File: src/rtl/wbuf_pkg.sv
package wbuf_pkg;
   typedef enum logic [2:0] {
      TRIG_WR_LSB = 3'd0,
      TRIG_WR_MSB = 3'd1,
      TRIG_RD_LSB = 3'd2,
      TRIG_RD_MSB = 3'd3,
      TRIG_EXT    = 3'd4
   } trig_e;
endpackage

File: src/rtl/wbuf_decode.sv
module wbuf_decode #(
   parameter int ADDR_W    = 8,
   parameter int SLICES    = 4,
   parameter int STRIDE    = 4,
   parameter int BASE_ADDR = 'h40
) (
   input  logic [ADDR_W-1:0] addr_i,
   output logic [SLICES-1:0] hit_o
);
   for (genvar s = 0; s < SLICES; s++) begin : g_slot
      localparam logic [ADDR_W-1:0] SLOT = ADDR_W'(BASE_ADDR + s*STRIDE);
      assign hit_o[s] = (addr_i == SLOT);
   end
endmodule

File: src/rtl/wbuf_stage.sv
module wbuf_stage #(
   parameter int DATA_W = 32,
   parameter int SLICES = 4
) (
   input  logic                     clk,
   input  logic                     rst_n,
   input  logic [SLICES-1:0]        wr_sel_i,
   input  logic [DATA_W-1:0]        wdata_i,
   input  logic [DATA_W/8-1:0]      be_i,
   input  logic                     cap_en_i,
   input  logic [DATA_W*SLICES-1:0] cap_data_i,
   output logic [DATA_W*SLICES-1:0] buf_q_o,
   output logic [DATA_W*SLICES-1:0] merged_o
);
   localparam int BYTES = DATA_W / 8;

   logic [DATA_W-1:0] bit_mask;

   for (genvar b = 0; b < BYTES; b++) begin : g_mask
      assign bit_mask[b*8 +: 8] = {8{be_i[b]}};
   end

   for (genvar s = 0; s < SLICES; s++) begin : g_slice
      logic [DATA_W-1:0] cur;
      logic [DATA_W-1:0] upd;

      assign cur = buf_q_o[s*DATA_W +: DATA_W];
      assign upd = (wdata_i & bit_mask) | (cur & ~bit_mask);
      assign merged_o[s*DATA_W +: DATA_W] = wr_sel_i[s] ? upd : cur;

      always_ff @(posedge clk) begin
         if (!rst_n) begin
            buf_q_o[s*DATA_W +: DATA_W] <= '0;
         end else if (cap_en_i) begin
            buf_q_o[s*DATA_W +: DATA_W] <= cap_data_i[s*DATA_W +: DATA_W];
         end else if (wr_sel_i[s]) begin
            buf_q_o[s*DATA_W +: DATA_W] <= upd;
         end
      end
   end
endmodule

File: src/rtl/wbuf_commit.sv
module wbuf_commit #(
   parameter int WIDE_W = 128
) (
   input  logic              clk,
   input  logic              rst_n,
   input  logic              fire_i,
   input  logic              load_i,
   input  logic [WIDE_W-1:0] load_val_i,
   output logic [WIDE_W-1:0] hw_q_o,
   output logic              xfer_o
);
   always_ff @(posedge clk) begin
      if (!rst_n) begin
         hw_q_o <= '0;
         xfer_o <= 1'b0;
      end else begin
         xfer_o <= fire_i;
         if (load_i) begin
            hw_q_o <= load_val_i;
         end
      end
   end
endmodule

File: src/rtl/wide_reg_stage.sv
module wide_reg_stage
   import wbuf_pkg::*;
#(
   parameter int    DATA_W    = 32,
   parameter int    SLICES    = 4,
   parameter int    ADDR_W    = 8,
   parameter int    BASE_ADDR = 'h40,
   parameter trig_e TRIG      = TRIG_WR_MSB
) (
   input  logic                     clk,
   input  logic                     rst_n,
   input  logic [ADDR_W-1:0]        addr_i,
   input  logic                     wr_i,
   input  logic                     rd_i,
   input  logic [DATA_W-1:0]        wdata_i,
   input  logic [DATA_W/8-1:0]      be_i,
   output logic [DATA_W-1:0]        rdata_o,
   input  logic                     trig_i,
   output logic [DATA_W*SLICES-1:0] hw_q_o,
   input  logic [DATA_W*SLICES-1:0] hw_d_i,
   output logic                     xfer_o
);
   localparam int WIDE_W = DATA_W * SLICES;
   localparam int STRIDE = DATA_W / 8;
   localparam int TIDX   = (TRIG == TRIG_WR_LSB || TRIG == TRIG_RD_LSB) ? 0 : SLICES - 1;
   localparam bit IS_RD  = (TRIG == TRIG_RD_LSB || TRIG == TRIG_RD_MSB);
   localparam bit IS_EXT = (TRIG == TRIG_EXT);

   if (SLICES < 2 || SLICES > 4) begin : g_bad_slices
      $error("wide_reg_stage: SLICES must be 2..4");
   end
   if (DATA_W % 8 != 0 || DATA_W < 8) begin : g_bad_width
      $error("wide_reg_stage: DATA_W must be a multiple of 8");
   end

   logic [SLICES-1:0] hit;
   logic [SLICES-1:0] wr_hit;
   logic [SLICES-1:0] rd_hit;
   logic              fire;
   logic              cap_en;
   logic              hw_load;
   logic [WIDE_W-1:0] buf_q;
   logic [WIDE_W-1:0] merged;
   logic [WIDE_W-1:0] load_val;

   wbuf_decode #(
      .ADDR_W   (ADDR_W),
      .SLICES   (SLICES),
      .STRIDE   (STRIDE),
      .BASE_ADDR(BASE_ADDR)
   ) u_decode (
      .addr_i(addr_i),
      .hit_o (hit)
   );

   assign wr_hit = hit & {SLICES{wr_i}};
   assign rd_hit = hit & {SLICES{rd_i}};

   always_comb begin
      if (IS_EXT)     fire = trig_i;
      else if (IS_RD) fire = rd_hit[TIDX];
      else            fire = wr_hit[TIDX];
   end

   assign cap_en   = IS_RD && fire;
   assign hw_load  = fire && !IS_RD;
   assign load_val = IS_EXT ? buf_q : merged;

   wbuf_stage #(
      .DATA_W(DATA_W),
      .SLICES(SLICES)
   ) u_stage (
      .clk       (clk),
      .rst_n     (rst_n),
      .wr_sel_i  (wr_hit),
      .wdata_i   (wdata_i),
      .be_i      (be_i),
      .cap_en_i  (cap_en),
      .cap_data_i(hw_d_i),
      .buf_q_o   (buf_q),
      .merged_o  (merged)
   );

   wbuf_commit #(
      .WIDE_W(WIDE_W)
   ) u_commit (
      .clk       (clk),
      .rst_n     (rst_n),
      .fire_i    (fire),
      .load_i    (hw_load),
      .load_val_i(load_val),
      .hw_q_o    (hw_q_o),
      .xfer_o    (xfer_o)
   );

   always_comb begin
      rdata_o = '0;
      for (int s = 0; s < SLICES; s++) begin
         if (rd_hit[s]) begin
            rdata_o = rdata_o | (cap_en ? hw_d_i[s*DATA_W +: DATA_W]
                                        : buf_q[s*DATA_W +: DATA_W]);
         end
      end
   end
endmodule

File: config.mk
export PLATFORM = sky130hd
export DESIGN_NAME = wide_reg_stage
export DESIGN_NICKNAME = d
export VERILOG_FILES = /design/src/rtl/wbuf_pkg.sv /design/src/rtl/wbuf_decode.sv /design/src/rtl/wbuf_stage.sv /design/src/rtl/wbuf_commit.sv /design/src/rtl/wide_reg_stage.sv
export SDC_FILE = /design/constraint.sdc
export NUM_CORES = 1
export LEC_CHECK = 0
export BUFFER_PORTS_ARGS = -buffer_cell sky130_fd_sc_hd__buf_2
export CORE_UTILIZATION = 55
export DETAILED_ROUTE_END_ITERATION = 6
export HOLD_SLACK_MARGIN = 0.12
export PLACE_DENSITY_LB_ADDON = 0.08
export SKIP_CTS_REPAIR_TIMING = 1
export SLEW_MARGIN = 10
export SYNTH_ARGS = -nofsm -noshare
export SYNTH_HDL_FRONTEND = slang
export SYNTH_HIERARCHICAL = 1
export SYNTH_SLANG_ARGS = --single-unit
File: constraint.sdc
create_clock -name clk -period 3.7 [get_ports clk]
set_input_delay 0.185 -clock clk [delete_from_list [all_inputs] [get_ports clk]]
set_output_delay 0.185 -clock clk [all_outputs]
set_load 0.03 [all_outputs]
==> run_results.csv <==
group,metric,value,unit
critical_path,cp.depth,7,
critical_path,critPathMaxStageDelay,0.62,ns
clock_network,cts-root-buf,"clkbuf_16",
detailed_routing,postRouteAntennaNets,0,
clock_network,cts_tree,"built",
detailed_routing,postRouteWirelength,43400,microns
critical_path,worstPathCellList,"buf_2, or4_4, nor4b_4, buf_4, a22oi_1, a21boi_0, buf_2",
critical_path,crit_slowest_cell,"buf_4",
synthesis,syn_area,14400,sq um
timing,rsz0062_at_grt,"no",
floorplan,die_area,26900,sq um
floorplan,die_w,164,microns
synthesis,netlist_top_cells_count,"dfxtp_1 (257), nor2b_1 (256), a211oi_1 (128), mux2_2 (128), mux2i_1 (128)",
layout,drive_above_1_share,41.3,%
clock_network,cts_buffers,28,
hold_path,hold_class,"in2reg",
synthesis,synth_edf_count,0,
critical_path,rr_startpoint,"u_stage/g_slice[3].cur[6]",
floorplan,num_rows,58,
synthesis,synthTopCellsByArea,"dfxtp_1 (36%), nor2b_1 (11%), mux2_2 (10%), mux2i_1 (8.9%), a2111oi_1 (7.4%)",
critical_path,timing.critical_path.from,"addr_i[1]",
synthesis,synthCells,1341,
place,hpwlAfterDp,27600,microns
clock_network,ctsLongestPathBuffers,3,
critical_path,worstPathRequired,3.51,ns
critical_path,ff2ff_path_depth,2,
critical_path,r2r-end,"u_stage/g_slice[3].cur[6]",
critical_path,path_buf_inv,3,
synthesis,yosysSeqAreaShare,35.7,%
layout,area_growth_syn_to_layout,15.2,%
critical_path,cp-end-kind,"primary output",
global_route,grt_pass1_wl,65800,microns
place,gp_congestion,0.814,
critical_path,reg2reg_slack,2.67,ns
critical_path,critPathMaxFanout,32,
synthesis,ys_seq_elements,257,
timing,slew_violations,0,
timing,slew_headroom,22.9,%
detailed_routing,dr_total_vias,11802,
global_route,grtUsageTotal,31.5,%
timing,setup_violations,0,
timing,finalClockSkew,0.0102,ns
power_and_ir_drop,power_density,386,nW/um^2
clock_network,clkLatencyLatePin,0.54,ns
floorplan,core_area,25500,sq um
critical_path,worst_ep_arrival_time,2.69,ns
place,port_buffers,336,
timing,finalCritPeriodShare,77.7,%
floorplan,die_y,164,microns
critical_path,crit_family,"buffers and inverters",
floorplan,start_util,56.6,%
global_route,grt_overflow,0,
power_and_ir_drop,max-vdd-ir-drop,0.400,mV
timing,worst_pin_slew,1.16,ns
clock_network,htreeDepth,1,
clock_network,clock_sinks,257,
critical_path,start_kind,"input pin",
place,dp_slack,0.613,ns
global_route,antenna_found_initial,3,
detailed_routing,wl_per_cell,22.4,microns
synthesis,synth_top_area_cell,"dfxtp_1",
timing,fmaxAchievable,348,MHz
flow_run,cap_viol_max_count,0,
timing,min_period,2.87,ns
synthesis,synth_most_common_cell,"dfxtp_1",
detailed_routing,drt_iter0_markers,1006,
detailed_routing,drc,0,
detailed_routing,viasPerCell,6.08,
synthesis,syn-num-nets,1518,
clock_network,clkTransAtPathRegs,0.06,ns
critical_path,crit_top_cell,"buf_2",
synthesis,yosysWarnings,6,
synthesis,synth_ff_type,"dfxtp_1",
layout,antenna_cells,0,
layout,nets,1767,
timing,timing.final.ws_setup,0.826,ns
global_route,grt_pass1_vias,11443,
synthesis,netlist-cell-type-count,32,
power_and_ir_drop,cellLeakagePower,0.00605,uW
synthesis,yosysTopAreaCellShare,35.7,%
critical_path,critPathCapture,"rdata_o[0]",
synthesis,ys_async_sr_fraction,0,%
critical_path,path_class,"in2out",
global_route,grt_max_degree,289,
timing,tns,0,ns
outcome,status,"finished clean",
timing,hold_violations,0,
synthesis,syn_avg_cell_area,10.7,sq um
floorplan,num_io_pins,338,
detailed_routing,first_pass_iters,5,
==> report_power, final <==
part / internal, uW / switching [uW]
clock: 1660 / 1150
sequential: 2870 / 90.1
combinational: 306 / 344
total: 4830 / 1580
==> per-stage QoR <==
step | cells | hold slack (ns) | power, uW | utilization [%] | instance area, sq um
floorplan | 1341 | 0.464 | 3430 | - | 14400
global placement | 1887 | 0.491 | 3620 | 61.5 | 15700
detailed placement | 1887 | 0.499 | 3630 | 61.5 | 15700
CTS | 1938 | 0.0829 | 6420 | 65.1 | 16600
global route | 1941 | 0.124 | 6620 | 65.2 | 16600
finish | 1941 | 0.0985 | 6410 | 65.2 | 16600
==> worst min path at each step <==
stage,cells past startpoint,endpoint,start
4_1_cts,4,u_commit/hw_q_o[5],wdata_i[5]
3_5_place_dp,2,u_commit/hw_q_o[111],u_commit/hw_q_o[111]
2_1_floorplan,2,u_commit/hw_q_o[0],rst_n
5_1_grt,4,u_commit/hw_q_o[114],wdata_i[18]
3_3_place_gp,2,u_commit/hw_q_o[100],u_commit/hw_q_o[100]
6_report,4,u_commit/hw_q_o[5],wdata_i[5]
==> worst reg2reg max path, cell delays in order, from the launching register on <==
cell,delay (ns)
dfxtp_1,0.37
a211oi_1,0.07
a2111oi_1,0.45
==> sequential cells by signal, indices dropped and copies added, names as in the netlist <==
signal	cells
u_commit/hw_q_o	128
u_commit/xfer_o	1
u_stage/g_slice.cur	128
==> layout make-up <==
class                      instances  area (sq um)
multi-input combinational        937          8200
inverter                           2          10.0
clock buffer                      45           866
fill                            2066          8870
sequential                       257          5140
timing repair buffer             364          1910
tap                              330           413
clock inverter                     6          55.1
==> cells by family after synthesis <==
| family | after synthesis | synth area share, % |
|---|---|---|
| DFF | 257 | 35.7 |
| buffers and inverters | 147 | 7.63 |
| AOI/OAI and AO/OA | 352 | 23.9 |
| muxes | 256 | 18.9 |
| and+or+nand+nor | 328 | 13.9 |
| other | 1 | 0.0260 |
==> cells in the final DEF (no fill, tap or decap) <==
cell type / instances
buf_2: 335
dfxtp_1: 257
nor2b_1: 256
mux2i_1: 128
mux2_2: 128
a211oi_1: 128
a2111oi_1: 107
a22oi_2: 59
a21boi_2: 29
clkbuf_16: 29
buf_4: 25
nor2_2: 18
and2_1: 17
a2111oi_2: 17
nor2_1: 14
nand2_1: 13
clkbuf_1: 8
clkbuf_8: 8
a22oi_1: 5
clkinv_2: 5
a2111oi_0: 4
and2_2: 3
dlygate4sd3_1: 3
a21boi_0: 2
nor4_2: 2
a21boi_1: 1
and2_4: 1
bufinv_16: 1
or4_4: 1
nand2b_1: 1
inv_1: 1
nor4b_4: 1
nor3_2: 1
conb_1: 1
inv_4: 1
buf_12: 1
==> layer usage <==
| metal | up-vias | wire, microns | GRT usage [%] |
|---|---|---|---|
| li1 | 5546 | - | - |
| met4 | 2 | 1220 | 10.9 |
| met1 | 5674 | 19400 | 44.1 |
| met2 | 492 | 19700 | 48.7 |
| met3 | 88 | 3080 | 5.13 |
| met5 | - | 13 | 0 |
(Power assumes the default switching activity.)
